$ cat src/rtl/wk_pkg.sv
package wk_pkg;
   typedef enum logic [2:0] {
      ST_RUN     = 3'd0,
      ST_SLEEP   = 3'd1,
      ST_CLKWAIT = 3'd2,
      ST_XFER    = 3'd3,
      ST_IDLE    = 3'd4
   } wk_state_e;
endpackage

$ cat src/rtl/wk_nmi_filter.sv
// Spike filter for the active-low non-maskable pin: a saturating count of
// consecutive low cycles; one event per low period once ACCEPT is reached.
module wk_nmi_filter #(
   parameter int REJECT = 2,
   parameter int ACCEPT = 6
) (
   input  logic clk,
   input  logic rst_n,
   input  logic nmi_n,
   output logic nmi_evt
);
   localparam int CW = $clog2(ACCEPT + 1);

   if (ACCEPT <= REJECT || REJECT < 1) begin : g_bad_thresholds
      $error("wk_nmi_filter: need 1 <= REJECT < ACCEPT");
   end

   logic [CW-1:0] low_cnt;
   logic          evt_q;

   always_ff @(posedge clk or negedge rst_n) begin
      if (!rst_n) begin
         low_cnt <= '0;
         evt_q   <= 1'b0;
      end else begin
         evt_q <= !nmi_n && (low_cnt == CW'(ACCEPT - 1));
         if (nmi_n)
            low_cnt <= '0;
         else if (low_cnt != CW'(ACCEPT))
            low_cnt <= low_cnt + 1'b1;
      end
   end

   assign nmi_evt = evt_q;
endmodule

$ cat src/rtl/wk_src_detect.sv
// Turns raw pins and requests into qualified per-source trigger hits.
module wk_src_detect #(
   parameter int N_EXT = 4,
   parameter int N_SER = 3,
   localparam int N_SRC = N_EXT + N_SER + 2
) (
   input  logic               clk,
   input  logic               rst_n,
   input  logic [N_EXT-1:0]   ext_pin,
   input  logic [2*N_EXT-1:0] ext_edge,
   input  logic [N_SER-1:0]   ser_rx,
   input  logic [N_SER-1:0]   ser_alt_en,
   input  logic               rtc_sleep_en,
   input  logic               tick_pulse,
   input  logic               tick_en,
   input  logic               rtc_alarm,
   input  logic               rtc_en,
   output logic [N_SRC-1:0]   hit
);
   logic [N_EXT-1:0] ext_prev;
   logic [N_SER-1:0] ser_prev;

   always_ff @(posedge clk or negedge rst_n) begin
      if (!rst_n) begin
         ext_prev <= '0;
         ser_prev <= '0;
      end else begin
         ext_prev <= ext_pin;
         ser_prev <= ser_rx;
      end
   end

   for (genvar g = 0; g < N_EXT; g++) begin : g_ext
      assign hit[g] = (ext_edge[2*g]   &  ext_pin[g] & ~ext_prev[g])
                    | (ext_edge[2*g+1] & ~ext_pin[g] &  ext_prev[g]);
   end

   for (genvar g = 0; g < N_SER; g++) begin : g_ser
      assign hit[N_EXT+g] = ser_alt_en[g] & (ser_rx[g] ^ ser_prev[g]);
   end

   assign hit[N_EXT+N_SER]   = rtc_sleep_en & tick_en & tick_pulse;
   assign hit[N_EXT+N_SER+1] = rtc_sleep_en & rtc_en & rtc_alarm;
endmodule

$ cat src/rtl/wk_arbiter.sv
// Highest priority level wins; equal levels go to the higher index.
module wk_arbiter #(
   parameter int N_SRC  = 9,
   parameter int PRIO_W = 4,
   localparam int SW = $clog2(N_SRC)
) (
   input  logic [N_SRC-1:0]        hit,
   input  logic [N_SRC*PRIO_W-1:0] src_prio,
   output logic                    any_hit,
   output logic [SW-1:0]           win_idx,
   output logic [PRIO_W-1:0]       win_prio
);
   always_comb begin
      any_hit  = 1'b0;
      win_idx  = '0;
      win_prio = '0;
      for (int i = 0; i < N_SRC; i++) begin
         if (hit[i] && (!any_hit || src_prio[i*PRIO_W +: PRIO_W] >= win_prio)) begin
            any_hit  = 1'b1;
            win_idx  = SW'(i);
            win_prio = src_prio[i*PRIO_W +: PRIO_W];
         end
      end
   end
endmodule

$ cat src/rtl/sleep_wake_ctrl.sv
module sleep_wake_ctrl
   import wk_pkg::*;
#(
   parameter int N_EXT      = 4,
   parameter int N_SER      = 3,
   parameter int PRIO_W     = 4,
   parameter int NMI_REJECT = 2,
   parameter int NMI_ACCEPT = 6,
   localparam int N_SRC = N_EXT + N_SER + 2,
   localparam int SW    = $clog2(N_SRC)
) (
   input  logic                    clk,
   input  logic                    rst_n,
   input  logic                    sleep_req,
   input  logic [PRIO_W-1:0]       cpu_prio,
   input  logic                    gie,
   input  logic [N_SRC-1:0]        src_ien,
   input  logic [N_SRC-1:0]        src_xfer_en,
   input  logic [N_SRC*PRIO_W-1:0] src_prio,
   input  logic [N_EXT-1:0]        ext_pin,
   input  logic [2*N_EXT-1:0]      ext_edge,
   input  logic [N_SER-1:0]        ser_rx,
   input  logic [N_SER-1:0]        ser_alt_en,
   input  logic                    rtc_sleep_en,
   input  logic                    tick_pulse,
   input  logic                    tick_en,
   input  logic                    rtc_alarm,
   input  logic                    rtc_en,
   input  logic                    nmi_n,
   input  logic                    clk_ready,
   input  logic                    xfer_done,
   input  logic                    idle_wake,
   output logic                    cpu_run,
   output logic                    xfer_req,
   output logic [SW-1:0]           xfer_chan,
   output logic [2:0]              ctl_state
);
   if (N_EXT < 1 || N_SER < 1 || PRIO_W < 1) begin : g_bad_sizes
      $error("sleep_wake_ctrl: N_EXT, N_SER and PRIO_W must be at least 1");
   end

   logic [N_SRC-1:0]  hit;
   logic              nmi_evt, any_hit;
   logic [SW-1:0]     win_idx;
   logic [PRIO_W-1:0] win_prio;

   wk_nmi_filter #(.REJECT(NMI_REJECT), .ACCEPT(NMI_ACCEPT)) u_nmi (
      .clk(clk), .rst_n(rst_n), .nmi_n(nmi_n), .nmi_evt(nmi_evt));

   wk_src_detect #(.N_EXT(N_EXT), .N_SER(N_SER)) u_det (
      .clk(clk), .rst_n(rst_n), .ext_pin(ext_pin), .ext_edge(ext_edge),
      .ser_rx(ser_rx), .ser_alt_en(ser_alt_en), .rtc_sleep_en(rtc_sleep_en),
      .tick_pulse(tick_pulse), .tick_en(tick_en), .rtc_alarm(rtc_alarm),
      .rtc_en(rtc_en), .hit(hit));

   wk_arbiter #(.N_SRC(N_SRC), .PRIO_W(PRIO_W)) u_arb (
      .hit(hit), .src_prio(src_prio), .any_hit(any_hit),
      .win_idx(win_idx), .win_prio(win_prio));

   wk_state_e         state_q, state_d, path_q, wake_path;
   logic [SW-1:0]     chan_q;
   logic [PRIO_W-1:0] cprio_q;
   logic              xreq_q, xfer_ok;

   // continuation chosen for the winning source
   always_comb begin
      xfer_ok = gie && src_ien[win_idx] && src_xfer_en[win_idx] && (win_prio > cprio_q);
      if (xfer_ok)                wake_path = ST_XFER;
      else if (!src_ien[win_idx]) wake_path = ST_IDLE;
      else                        wake_path = ST_RUN;
   end

   always_comb begin
      state_d = state_q;
      unique case (state_q)
         ST_RUN:     if (sleep_req) state_d = ST_SLEEP;
         ST_SLEEP:   if (nmi_evt || any_hit) state_d = ST_CLKWAIT;
         ST_CLKWAIT: if (clk_ready) state_d = path_q;
         ST_XFER:    if (xfer_done) state_d = ST_SLEEP;
         ST_IDLE:    if (idle_wake) state_d = ST_RUN;
         default:    state_d = ST_RUN;
      endcase
   end

   always_ff @(posedge clk or negedge rst_n) begin
      if (!rst_n) begin
         state_q <= ST_RUN;
         path_q  <= ST_RUN;
         chan_q  <= '0;
         cprio_q <= '0;
         xreq_q  <= 1'b0;
      end else begin
         state_q <= state_d;
         xreq_q  <= (state_q == ST_CLKWAIT) && clk_ready && (path_q == ST_XFER);
         if (state_q == ST_RUN && sleep_req)
            cprio_q <= cpu_prio;
         if (state_q == ST_SLEEP) begin
            if (nmi_evt) begin
               path_q <= ST_RUN;
            end else if (any_hit) begin
               path_q <= wake_path;
               chan_q <= win_idx;
            end
         end
      end
   end

   assign cpu_run   = (state_q == ST_RUN);
   assign xfer_req  = xreq_q;
   assign xfer_chan = chan_q;
   assign ctl_state = state_q;
endmodule

$ cat config.mk
export PLATFORM = sky130hd
export DESIGN_NAME = sleep_wake_ctrl
export DESIGN_NICKNAME = d
export VERILOG_FILES = /design/src/rtl/wk_pkg.sv /design/src/rtl/wk_nmi_filter.sv /design/src/rtl/wk_src_detect.sv /design/src/rtl/wk_arbiter.sv /design/src/rtl/sleep_wake_ctrl.sv
export SDC_FILE = /design/constraint.sdc
export NUM_CORES = 1
export LEC_CHECK = 0
export ABC_CLOCK_PERIOD_IN_PS = 13100
export BUFFER_PORTS_ARGS = -buffer_cell sky130_fd_sc_hd__buf_2
export CORE_ASPECT_RATIO = 0.7
export CORE_UTILIZATION = 45
export DETAILED_ROUTE_END_ITERATION = 8
export PLACE_DENSITY_LB_ADDON = 0.1
export RECOVER_POWER = 25
export SYNTH_ARGS = -nofsm -noshare
export SYNTH_HDL_FRONTEND = slang
export SYNTH_SLANG_ARGS = --single-unit
$ cat constraint.sdc
create_clock -name clk -period 13.1 [get_ports clk]
set_clock_uncertainty 0.2 [all_clocks]
set_input_delay 1.31 -clock clk [delete_from_list [all_inputs] [get_ports clk]]
set_output_delay 1.31 -clock clk [all_outputs]
set_load 0.005 [all_outputs]
# --- Word level (Yosys, flattened, before mapping) ---
# Cells that the tools add are included.
word_totals:
  regBits: 26
  output_inout_bits: 9
  wordCells: 152
op_classes:
  addsub: 1
  n_lt_le_gt_ge: 10
  eq_ne: 12
  n_mux: 42
  bitwise: 39
  reduce_logical: 39
ops:
  columns: ["operator", "count"]
  rows:
  - ["two-way mux 3 bit", 15]
  - ["two-way mux 4 bit", 10]
  - [">= comparator 4 bit", 8]
  - ["AND 1 bit", 23]
  - ["logical AND 1 bit", 15]
  - ["one-hot mux 3 bit (5 select lines)", 1]
  - ["two-way mux 1 bit", 12]
  - ["inequality test 2 bit (second input constant)", 5]
  - ["== test 3 x 2 -> 1 bit (second input constant)", 3]
  - ["zero test 1 bit", 9]
  - ["logical OR 1 bit", 9]
  - ["NOT 1 bit", 9]
  - ["binary-select mux 1 bit (select 4 bit)", 2]
  - ["== test 3 bit (second input constant)", 2]
  - ["less-than comparator 4 x 5 -> 1 bit (second input constant)", 1]
  - ["AND reduction 5 bit", 1]
  - ["> comparator 4 bit", 1]
  - ["two-way mux 2 bit", 2]
  - ["bitwise OR 1 bit", 4]
  - ["nonzero test 2 bit", 2]
  - ["adder 3 x 1 -> 3 bit (second input constant)", 1]
  - ["== test 3 x 1 -> 1 bit (second input constant)", 1]
  - ["zero test 3 bit", 1]
  - ["inequality test 3 bit (second input constant)", 1]
  - ["3 further kinds", 5]

# --- Logic depth before layout (Yosys ltp) ---
# Gate-level depths: netlist of the first run.
logic_depth:
  word_depth: 45
  ltp_mapped: 68
  depth_no_buf: 64

# --- By module ---
# From an unflattened synthesis of the first run, not the netlist that was laid out.
hier_totals:
  hier_cells: 340
  hier_area_um2: 2937.8
modules_own_cells:
  columns: ["mod", "n_inst", "cells_each", "area_each_um2", "seq_area_each_um2"]
  rows:
  - ["wk_arbiter", 1, 207, 1506.4, 0.0]
  - ["sleep_wake_ctrl", 1, 87, 934.6, 350.3]
  - ["wk_src_detect", 1, 27, 290.3, 175.2]
  - ["wk_nmi_filter", 1, 19, 206.4, 100.1]

# --- Least setup slack after synthesis of the first run ---
# No wires, ideal clock.
synth_path:
  path_type: "input to register"
  start: "in ext_pin[0]"
  end: "reg path_q[1]"
  setup_time_ns: 0.126
  arrival_ns: 13.391
  required_time_ns: 12.774
  slack_ns: -0.617
  cell_stages: 66
  cell_sequence: "nand3b_1 > o21ai_1 > buf_6 > and2_1 > ha_1 > nand2b_4 > a2111oi_4 > o21ai_2 > a32o_2 > ha_1 > nand2b_1 > a21oi_1 > o21ai_0 > o21a_1 > buf_2 > o21a_1 > ha_1 > nand2b_1 > (+30 left out) > mux2_4 > ha_1 > nand2b_1 > a21o_1 > a21o_1 > a21o_1 > o21ai_0 > clkbuf_1 > nor2_1 > a21oi_1 > ha_1 > nor2b_1 > o21ai_0 > nand2b_1 > a21oi_1 > nor3_1 > and3_1 > o32a_1"
synth_via:
  elab_chain_cells: 45
  elab_cells_between_ends: 77
  classes_between: "order compare: 9; mux: 33; bitwise: 6; reduce/logical: 29"
synth_lines:
  columns: ["item", "line_no", "source"]
  rows:
  - ["start, declared", "sleep_wake_ctrl.sv:20", "input logic [N_EXT-1:0] ext_pin,"]
  - ["NOT 1 bit", "wk_src_detect.sv:35", "| (ext_edge[2*g+1] & ~ext_pin[g] & ext_prev[g]);"]
  - ["AND 1 bit (2 in a row)", "wk_src_detect.sv:35", null]
  - ["bitwise OR 1 bit (*)", "wk_src_detect.sv:35", null]
  - ["two-way mux 4 bit or two-way mux 1 bit (tied branches)", "wk_arbiter.sv:18", "if (hit[i] && (!any_hit || src_prio[i*PRIO_W +: PRIO_W] >= win_prio)) begin"]
  - [">= comparator 4 bit or zero test 1 bit (tied branches)", "wk_arbiter.sv:18", null]
  - ["logical OR 1 bit", "wk_arbiter.sv:18", null]
  - ["logical AND 1 bit", "wk_arbiter.sv:18", null]
  - ["two-way mux 4 bit or two-way mux 1 bit (tied branches)", "wk_arbiter.sv:18", null]
  - ["(+26 left out)", null, null]
  - ["logical AND 1 bit", "wk_arbiter.sv:18", null]
  - ["two-way mux 4 bit", "wk_arbiter.sv:18", null]
  - ["binary-select mux 1 bit (select 4 bit)", "sleep_wake_ctrl.sv:67", "xfer_ok = gie && src_ien[win_idx] && src_xfer_en[win_idx] && (win_prio > cprio_q);"]
  - ["two-way mux 1 bit (not written as such)", "sleep_wake_ctrl.sv:67", null]
  - ["logical AND 1 bit (3 in a row)", "sleep_wake_ctrl.sv:67", null]
  - ["two-way mux 3 bit", "sleep_wake_ctrl.sv:68", "if (xfer_ok) wake_path = ST_XFER;"]
  - ["two-way mux 3 bit", "sleep_wake_ctrl.sv:100", "end else if (any_hit) begin"]
  - ["two-way mux 3 bit", "sleep_wake_ctrl.sv:98", "if (nmi_evt) begin"]
  - ["end signal, assigned", "sleep_wake_ctrl.sv:101", "path_q <= wake_path;"]
  - ["end, declared", "sleep_wake_ctrl.sv:60", "wk_state_e state_q, state_d, path_q, wake_path;"]
# Mark *: on every way between the ends. The rest lies on a longest branch, timed or not. The select of a mux whose other input is x is not followed.
# A chain may end at the register's enable or synchronous reset.

# --- Worst setup path after layout of the first run ---
# Ends and elaborated chain as after synthesis.

==> impl_metrics.yaml, run 1 <==
logic_synthesis:
  yosys.area_share.simple_pct: 20.0
  avgSynthCellArea_sq_um: 8.41
  synthMuxAreaShare_pct: 7.44
  synth_top_family_by_area: "compound AO/OA/AOI/OAI gates"
  ys_seq_area_share_pct: 22.3
  synth_edf_count: 0
  yosysWarnings: 0
  syn_area_sq_um: 2810
  postSynthCellCount: 334
  synth_fp_nets: 462
  synth-async-reset-ratio_pct: 100
  yosys.area.top_type: "dfrtp_1"
  synthAdderAreaFrac_pct: 17.4
  ys.flop_type: "dfrtp_1"
  synthXorXnorAreaFrac_pct: 1.25
  ys_ff_latch: 25
  synth_cell_types: 59
  synth_top_area_share_pct: 22.3
  synth_compound_area_share_pct: 26.5
  ys_top_cells_by_area: "dfrtp_1, ha_1, nand2_1"
floorplanning:
  core_sq_um: 5870
  rows: 23
  fp.dieArea_sq_um: 6560
  die_h_microns: 68.1
  die_w_microns: 96.4
  initial_utilization_pct: 47.8
  io_pins: 98
sta:
  min_period_ns: 12.70
  timing.hold.ws_ns: 0.283
  setup_tns_ns: 0
  relSlewSlack_pct: 4.70
  final_max_slew_viol_count: 0
  max_freq_mhz: 78.7
  fin_crit_sh_pct: 96.9
  tightestPinTransition_ns: 1.43
  hold_viol: 0
  setup_viol: 0
power:
  peakVddDrop_mv: 0.0611
  comb_power_share_pct: 65.5
  p_switching_mw: 0.199
  powerDensity_nw_per_um2: 119
  p_clk_share_pct: 10.4
  p_leak_nw: 1.96
  power_mw: 0.470
  p_int_mw: 0.272
  p_sw_share_pct: 42.2
  power_frac_seq_pct: 24.1
critical_path:
  critical-path-max-stage-delay_ns: 0.36
  crit_slowest_cell: "a2111oi_4"
  reg2regPathDepth: 62
  required_ns: 13.07
  rrSetupSlack_ns: 1.18
  crit_arrival_ns: 12.67
  cp-end-kind: "register"
  r2r_end: "path_q[1]$_DFFE_PN0P_"
  path_max_fanout: 6
  path_class: "in -> reg"
  start_kind: "input port"
  crit_top_cell: "ha_1"
  r2r_start: "u_det.ext_prev[0]$_DFF_PN0_"
place:
  gp_congestion: 0.822
  dp_hpwl_microns: 6180
  portBuffers: 97
clock_network:
  clk_latency_ns: 0.28
  clock-sinks: 25
  ctsHoldBuffers: 0
  clkTransAtPathRegs_ns: 0.10
  cts_buffers: 3
  cts.htree.levels: 1
  cts_buffer_depth: 2
  cts_tree: "built"
  cts_root_buf: "clkbuf_8"
run:
  max_cap_viol_count: 0
grt:
  grt_max_degree: 26
  grt_overflow_total: 0
  grtUsageTotal_pct: 22.3
  grt_pass1_vias: 2499
  antenna_found_initial: 0
  grt_pass1_wl_microns: 11200
route:
  drt-wirelength-per-cell_microns: 14.4
  ant_nets: 0
  drt-pass1-iter-count: 4
  num_vias: 2889
  drtIter0Drc: 105
  vias_per_cell: 5.33
  wl_microns: 7830
  drcViolationCount: 0
layout:
  n_fill_cell: 500
  diodes: 0
  multiInputGateArea_sq_um: 2280
  layout.nets: 596
  syn_to_final_growth_pct: 40.2
  regArea_sq_um: 626
  drive_above_1_share_pct: 41.8
hold_path:
  hp-class: "reg -> reg"
  hold_end: "xfer_chan[3]$_DFFE_PN0P_"
  hold_start: "xfer_chan[3]$_DFFE_PN0P_"
  holdPathStages: 2
outcome:
  outcome: "completed"
==> state kept, by name, indices dropped and copies added (netlist names) <==
name            count
cprio_q             4
ctl_state           3
path_q              2
u_det.ext_prev      4
u_det.ser_prev      3
u_nmi.low_cnt       3
u_nmi.nmi_evt       1
xfer_chan           4
xfer_req            1
==> cells in the mapped netlist, types with 7 or more instances <==
cell and n:
a21oi_1 23, and2_1 7, dfrtp_1 25, ha_1 39, inv_1 30, mux2i_1 13
nand2_1 38, nand2b_1 11, nor2_1 22, o211ai_1 8, o21a_1 9, o21ai_0 19
==> timing repair <==
| action | 4_1_cts | 5_1_grt |
|---|---|---|
| setup buffers | 0 | 9 |
| pin swaps | 1 | 37 |
| resized for setup | 2 | 52 |
| setup endpoints to repair | 1 | 2 |
==> per-layer routing <==
layer | share of wire [%] | global-route usage, % | wire length (microns)
met1 | 51 | 33.4 | 3990
met2 | 43 | 33.0 | 3350
met3 | 5.7 | 4.89 | 449
met4 | 0.42 | 3.68 | 33
met5 | 0 | 0 | 0
==> final cells by class <==
cell class                 instances  area share [%]
clock buffer                       3            1.05
clock inverter                     1           0.191
inverter                          30            2.86
multi-input combinational        273            57.9
sequential                        25            15.9
tap                               75            2.38
timing repair buffer             135            19.7
==> cell usage in the layout (no fill, tap or decap), types with 3 or more instances in the layout <==
cell | Yosys | layout
buf_2 | 2 | 87
nand2_1 | 38 | 36
ha_1 | 39 | 35
buf_4 | 0 | 33
inv_1 | 30 | 29
dfrtp_1 | 25 | 25
nor2_1 | 22 | 21
a21oi_2 | 0 | 12
o21ai_0 | 19 | 11
a21oi_1 | 23 | 11
mux2i_1 | 13 | 10
clkbuf_1 | 3 | 10
o211ai_1 | 8 | 8
o21a_1 | 9 | 7
o21ai_2 | 1 | 7
and2_1 | 7 | 7
nand2b_1 | 11 | 7
a21o_1 | 6 | 6
nand2b_4 | 1 | 5
nor3_1 | 6 | 5
nor2b_1 | 5 | 5
buf_6 | 1 | 5
a32o_2 | 1 | 4
nand3_1 | 4 | 4
a31oi_1 | 6 | 4
ha_4 | 0 | 4
xor2_1 | 3 | 3
and3_1 | 3 | 3
mux2i_4 | 1 | 3
or2_1 | 3 | 3
nand2_2 | 1 | 3
mux2_4 | 3 | 3
a211oi_1 | 4 | 3
clkbuf_8 | 0 | 3
==> logic make-up (layout without fill, tap and decap cells) <==
logic type	after synthesis	after routing
simple gates	111	111
compound gates	101	101
fa+ha+maj	39	39
buf+inv	36	169
flops	25	25
mux	18	18
xor+xnor	4	4
==> critical path: cells and delay by family <==
family	cells	cell delay, ns
AO/OA/AOI/OAI	33	5.66
multiplexers	3	0.98
AND/OR/NAND/NOR	16	2.22
adder cells (fa/ha/maj)	9	2.29
buffers and inverters	2	0.19
==> power groups by stage <==
stage,combinational (mW),clock (mW),sequential [mW]
floorplan,0.174,0,0.111
global placement,0.251,0,0.114
detailed placement,0.257,0,0.115
CTS,0.260,0.0497,0.113
global route,0.344,0.0536,0.116
finish,0.308,0.0490,0.113
==> stage by stage <==
stage	std cells	instance area [sq um]	worst slack, ns	util, %
2_1_floorplan	334	2830	0.0000453	-
3_3_place_gp	529	3590	-0.0254	61.1
3_5_place_dp	529	3590	-0.301	61.1
4_1_cts	533	3640	0.0777	62.0
5_1_grt	542	3940	-0.129	67.1
6_report	542	3940	0.400	67.1
==> worst max-delay path by stage <==
| stage | start | end |
|---|---|---|
| global placement | ext_pin[0] | path_q[1]$_DFFE_PN0P_ |
| finish | ext_pin[0] | path_q[1]$_DFFE_PN0P_ |
| CTS | ext_pin[0] | path_q[1]$_DFFE_PN0P_ |
| global route | ext_pin[0] | path_q[1]$_DFFE_PN0P_ |
| detailed placement | ext_pin[0] | path_q[1]$_DFFE_PN0P_ |
| floorplan | ext_pin[0] | path_q[1]$_DFFE_PN0P_ |
(Power assumes the default switching activity.)
==> run 2, diff against run 1 <==
--- a/config.mk
+++ b/config.mk
@@ -5,10 +5,10 @@
 export SDC_FILE = /design/constraint.sdc
 export NUM_CORES = 1
 export LEC_CHECK = 0
-export ABC_CLOCK_PERIOD_IN_PS = 13100
-export BUFFER_PORTS_ARGS = -buffer_cell sky130_fd_sc_hd__buf_2
+export ABC_CLOCK_PERIOD_IN_PS = 15800
+export BUFFER_PORTS_ARGS = -buffer_cell sky130_fd_sc_hd__buf_4
 export CORE_ASPECT_RATIO = 0.7
-export CORE_UTILIZATION = 45
+export CORE_UTILIZATION = 55
 export DETAILED_ROUTE_END_ITERATION = 8
 export PLACE_DENSITY_LB_ADDON = 0.1
 export RECOVER_POWER = 25
==> constraint.sdc (replaced) <==
create_clock -name clk -period 15.8 [get_ports clk]
set_clock_uncertainty 0.2 [all_clocks]
set_input_delay 1.58 -clock clk [delete_from_list [all_inputs] [get_ports clk]]
set_output_delay 1.58 -clock clk [all_outputs]
set_load 0.005 [all_outputs]
==> run 2 against run 1 <==
- count of clock-buffer cells in the layout is the same
- via count shrank 3.5%
- total power shrank 27%
- utilization grew 8.4 points
- die area shrank 18%
- final cell count shrank 7.9%
- combinational power decreased by 32%
- non-clock buffer count down 37
- worst setup slack gained 0.85 ns
- critical path depth increased by 1
- clock power decreased by 16%
- first-iteration DRC count is 2.9% lower
==> impl_metrics.yaml, run 2 (synthesis gave the netlist of run 1 again) <==
run:
  max_cap_viol_count: 0
sta:
  rsz0062_at_grt: "false"
  max_freq_mhz: 68.7
  setup_viol: 0
  relSlewSlack_pct: 9.79
  tightestPinTransition_ns: 1.35
  hold_viol: 0
  setup_tns_ns: 0
  final_max_slew_viol_count: 0
  fin_crit_sh_pct: 92.1
  min_period_ns: 14.55
  setup_ws_ns: 1.25
floorplanning:
  initial_utilization_pct: 58.1
  fp.dieArea_sq_um: 5400
  die_h_microns: 61.8
  die_w_microns: 87.4
  core_sq_um: 4830
  io_pins: 98
  rows: 21
route:
  wl_microns: 7190
  vias_per_cell: 5.59
  drt-pass1-iter-count: 4
  num_vias: 2787
  drtIter0Drc: 102
  drcViolationCount: 0
  drt-wirelength-per-cell_microns: 14.4
  ant_nets: 0
clock_network:
  clkTransAtPathRegs_ns: 0.10
  cts_tree: "built"
  cts_setup_buffers: 0
  clk_latency_ns: 0.28
  cts_root_buf: "clkbuf_8"
  cts_buffers: 3
  cts_buffer_depth: 2
  cts_resized: 0
  cts.htree.levels: 1
  ctsHoldBuffers: 0
  clock-sinks: 25
place:
  portBuffers: 97
  dp_slack_ns: 0.418
  gp_congestion: 0.880
  dp.cells: 495
  dpl-instance-area_sq_um: 3600
  dp_hpwl_microns: 6090
layout:
  drive_above_1_share_pct: 28.8
  layout.nets: 559
  diodes: 0
  instances_no_fill: 499
  final_cell_mix: "buf_4, ha_1, nand2_1"
  n_fill_cell: 381
  final_common_cell: "buf_4"
  multiInputGateArea_sq_um: 2040
  syn_to_final_growth_pct: 29.9
  final_area_sq_um: 3650
  regArea_sq_um: 626
critical_path:
  crit_arrival_ns: 14.53
  start_kind: "input port"
  required_ns: 15.78
  crit_top_cell: "ha_1"
  cp-end-kind: "register"
  path_max_fanout: 12
  critical-path-max-stage-delay_ns: 0.44
  path_class: "in -> reg"
  crit_slowest_cell: "o21ai_2"
grt:
  grt_overflow_total: 0
  grt_pass1_vias: 2578
  grt_pass1_wl_microns: 11500
  grt_max_degree: 26
  antenna_found_initial: 0
  grtUsageTotal_pct: 27.4
power:
  powerDensity_nw_per_um2: 94.3
  p_leak_nw: 1.83
  peakVddDrop_mv: 0.0511
outcome:
  outcome: "completed"
hold_path:
  hp-class: "reg -> reg"
-- run 2: cell count changes in the layout (fill, tap and decap cells not counted), sizes merged --
cell,before,now
clkinvlp,1,0
buf,125,97
clkbuf,13,4
inv,30,31
-- run 2: area by class of cell --
cell class              count  area share [%]
repair buffers             98            20.1
well taps                  69            2.37
clock buffers               3            1.13
multi-input cells         273            56.0
inverters                  30            3.09
clock inverters             1           0.240
flip-flops and latches     25            17.2
-- run 2: worst max-delay path, delay by kind of cell --
kind            cells  cell delay (ns)
compound gates     32             6.93
fa+ha+maj           9             2.30
simple gates       17             2.27
mux                 3             1.02
buf+inv             3             0.37
-- run 2: per-stage QoR --
step	total power, mW	util (%)	hold WS (ns)
floorplan	0.233	-	0.231
global placement	0.293	74.4	0.264
detailed placement	0.301	74.4	0.280
CTS	0.344	75.4	0.307
global route	0.377	75.4	0.334
finish	0.344	75.4	0.306
-- run 2: power breakdown --
group	total [mW]	switching (mW)	internal (mW)
Sequential	0.0939	0.0137	0.0801
Clock	0.0414	0.0229	0.0185
Combinational	0.209	0.108	0.100
Total	0.344	0.145	0.199
-- run 2: path summary, 6_finish.rpt --
kind | start | to | slack [ns] | cells past startpoint
max | ext_pin[0] | path_q[1]$_DFFE_PN0P_ | 1.25 | 64
min | xfer_chan[2]$_DFFE_PN0P_ | xfer_chan[2]$_DFFE_PN0P_ | 0.31 | 2
max reg2reg | u_det.ext_prev[0]$_DFF_PN0_ | path_q[1]$_DFFE_PN0P_ | 2.25 | 62
min reg2reg | xfer_chan[2]$_DFFE_PN0P_ | xfer_chan[2]$_DFFE_PN0P_ | 0.31 | 2
max in group asynchronous | rst_n | u_det.ser_prev[1]$_DFF_PN0_ | 13.22 | 1
min in group asynchronous | rst_n | ctl_state[1]$_DFFE_PN0P_ | 1.39 | 1
-- run 2: layer usage --
metal  wire length [microns]  up-vias  global-route usage, %
met5                       0        -                      0
met4                      45        0                   3.75
met3                     479        6                   4.89
met2                    3240       86                   46.4
met1                    3430     1293                   38.1
li1                        -     1402                      -
==> run 3, diff against run 2 <==
--- a/config.mk
+++ b/config.mk
@@ -8,7 +8,7 @@
 export ABC_CLOCK_PERIOD_IN_PS = 15800
 export BUFFER_PORTS_ARGS = -buffer_cell sky130_fd_sc_hd__buf_4
 export CORE_ASPECT_RATIO = 0.7
-export CORE_UTILIZATION = 55
+export CORE_UTILIZATION = 40
 export DETAILED_ROUTE_END_ITERATION = 8
 export PLACE_DENSITY_LB_ADDON = 0.1
 export RECOVER_POWER = 25
==> run 3 against run 2 <==
- final cell count up 5.2%
- critical path depth unchanged
- first-iteration DRC count down 13%
- critical endpoint unchanged
==> impl_metrics.yaml, run 3 (synthesis gave the netlist of run 1 again) <==
route:
  drt-pass1-iter-count: 4
  drtIter0Drc: 89
  vias_per_cell: 5.20
  drt-wirelength-per-cell_microns: 13.6
  num_vias: 2729
  wl_microns: 7120
  drcViolationCount: 0
  ant_nets: 0
layout:
  layout.nets: 560
  syn_to_final_growth_pct: 31.8
  drive_above_1_share_pct: 29.0
  final_common_cell: "buf_4"
  n_fill_cell: 700
  diodes: 0
  final_cell_mix: "buf_4, ha_1, nand2_1"
  multiInputGateArea_sq_um: 2060
  regArea_sq_um: 626
clock_network:
  cts_setup_buffers: 0
  cts_buffer_depth: 2
  clkTransAtPathRegs_ns: 0.10
  cts_tree: "built"
  cts_buffers: 3
  cts_root_buf: "clkbuf_8"
  clk_latency_ns: 0.28
  cts.htree.levels: 1
  clock-sinks: 25
  ctsHoldBuffers: 0
grt:
  grt_pass1_wl_microns: 11500
  grt_max_degree: 26
  grtUsageTotal_pct: 19.8
  grt_overflow_total: 0
  grt_pass1_vias: 2492
  antenna_found_initial: 0
critical_path:
  path_max_fanout: 11
  r2r_start: "u_det.ext_prev[0]$_DFF_PN0_"
  crit_slowest_cell: "o311ai_4"
  cp-end-kind: "register"
  reg2regPathDepth: 62
  required_ns: 15.77
  rrSetupSlack_ns: 2.09
  r2r_end: "path_q[1]$_DFFE_PN0P_"
  crit_arrival_ns: 14.71
  path_class: "in -> reg"
  start_kind: "input port"
  critical-path-max-stage-delay_ns: 0.43
  crit_top_cell: "ha_1"
hold_path:
  hold_start: "xfer_chan[1]$_DFFE_PN0P_"
  holdPathStages: 2
  hp-class: "reg -> reg"
  hold_end: "xfer_chan[1]$_DFFE_PN0P_"
sta:
  hold_viol: 0
  setup_tns_ns: 0
  relSlewSlack_pct: 6.59
  max_freq_mhz: 67.8
  min_period_ns: 14.74
  final_max_slew_viol_count: 0
  fin_crit_sh_pct: 93.3
  tightestPinTransition_ns: 1.40
  rsz0062_at_grt: "false"
  setup_viol: 0
floorplanning:
  fp.dieArea_sq_um: 7360
  die_w_microns: 102
  rows: 25
  io_pins: 98
  core_sq_um: 6760
  die_h_microns: 72.1
  initial_utilization_pct: 41.6
power:
  powerDensity_nw_per_um2: 92.8
  power_mw: 0.343
  p_leak_nw: 1.84
  peakVddDrop_mv: 0.0496
place:
  gp_congestion: 0.876
  portBuffers: 97
  dp_hpwl_microns: 6020
outcome:
  outcome: "completed"
run:
  max_cap_viol_count: 0
==> run 3: stage by stage <==
stage          instances  cell area (sq um)  hold WS, ns  utilization [%]  setup slack [ns]
2_1_floorplan        334               2810        0.231                -              1.81
3_3_place_gp         521               3640        0.276             53.8             0.369
3_5_place_dp         521               3640        0.278             53.8             0.267
4_1_cts              525               3680        0.300             54.5             0.460
5_1_grt              525               3700        0.329             54.8            0.0756
6_report             525               3700        0.293             54.8              1.06
==> run 3: final cells by class <==
cell class | count | share of cell area [%]
timing repair buffer | 99 | 20.0
tap | 94 | 3.18
sequential | 25 | 16.9
clock buffer | 3 | 1.12
multi-input combinational | 273 | 55.6
inverter | 30 | 3.04
clock inverter | 1 | 0.135
==> run 3: report_power, final <==
group | switching (mW) | internal (mW)
clock | 0.0216 | 0.0177
sequential | 0.0145 | 0.0802
combinational | 0.109 | 0.101
total | 0.145 | 0.199
==> run 3: worst max path at each step <==
stage          slack, ns                    end       start
3_3_place_gp        0.37  path_q[1]$_DFFE_PN0P_  ext_pin[0]
3_5_place_dp        0.27  path_q[1]$_DFFE_PN0P_  ext_pin[0]
5_1_grt             0.08  path_q[1]$_DFFE_PN0P_  ext_pin[0]
6_report            1.06  path_q[1]$_DFFE_PN0P_  ext_pin[0]
4_1_cts             0.46  path_q[1]$_DFFE_PN0P_  ext_pin[0]
2_1_floorplan       1.81  path_q[1]$_DFFE_PN0P_  ext_pin[0]
==> run 3: what timing repair did <==
item / CTS / global route
endpoints found under the hold margin: 0 / 0
endpoints found under the setup margin: 0 / 1
resized for setup: 0 / 4
==> run 3: routing by layer <==
layer	wire (microns)	track usage, %
met2	2920	28.7
met3	393	4.43
met4	14	1.43
met5	0	0
met1	3790	30.7
==> run 3: worst max-delay path: cells and delay by family <==
kind | cells | cell delay (ns)
multiplexers | 3 | 1.02
AND/OR/NAND/NOR | 17 | 2.35
buffers and inverters | 2 | 0.32
adder cells (fa/ha/maj) | 9 | 2.28
AO/OA/AOI/OAI | 33 | 7.15
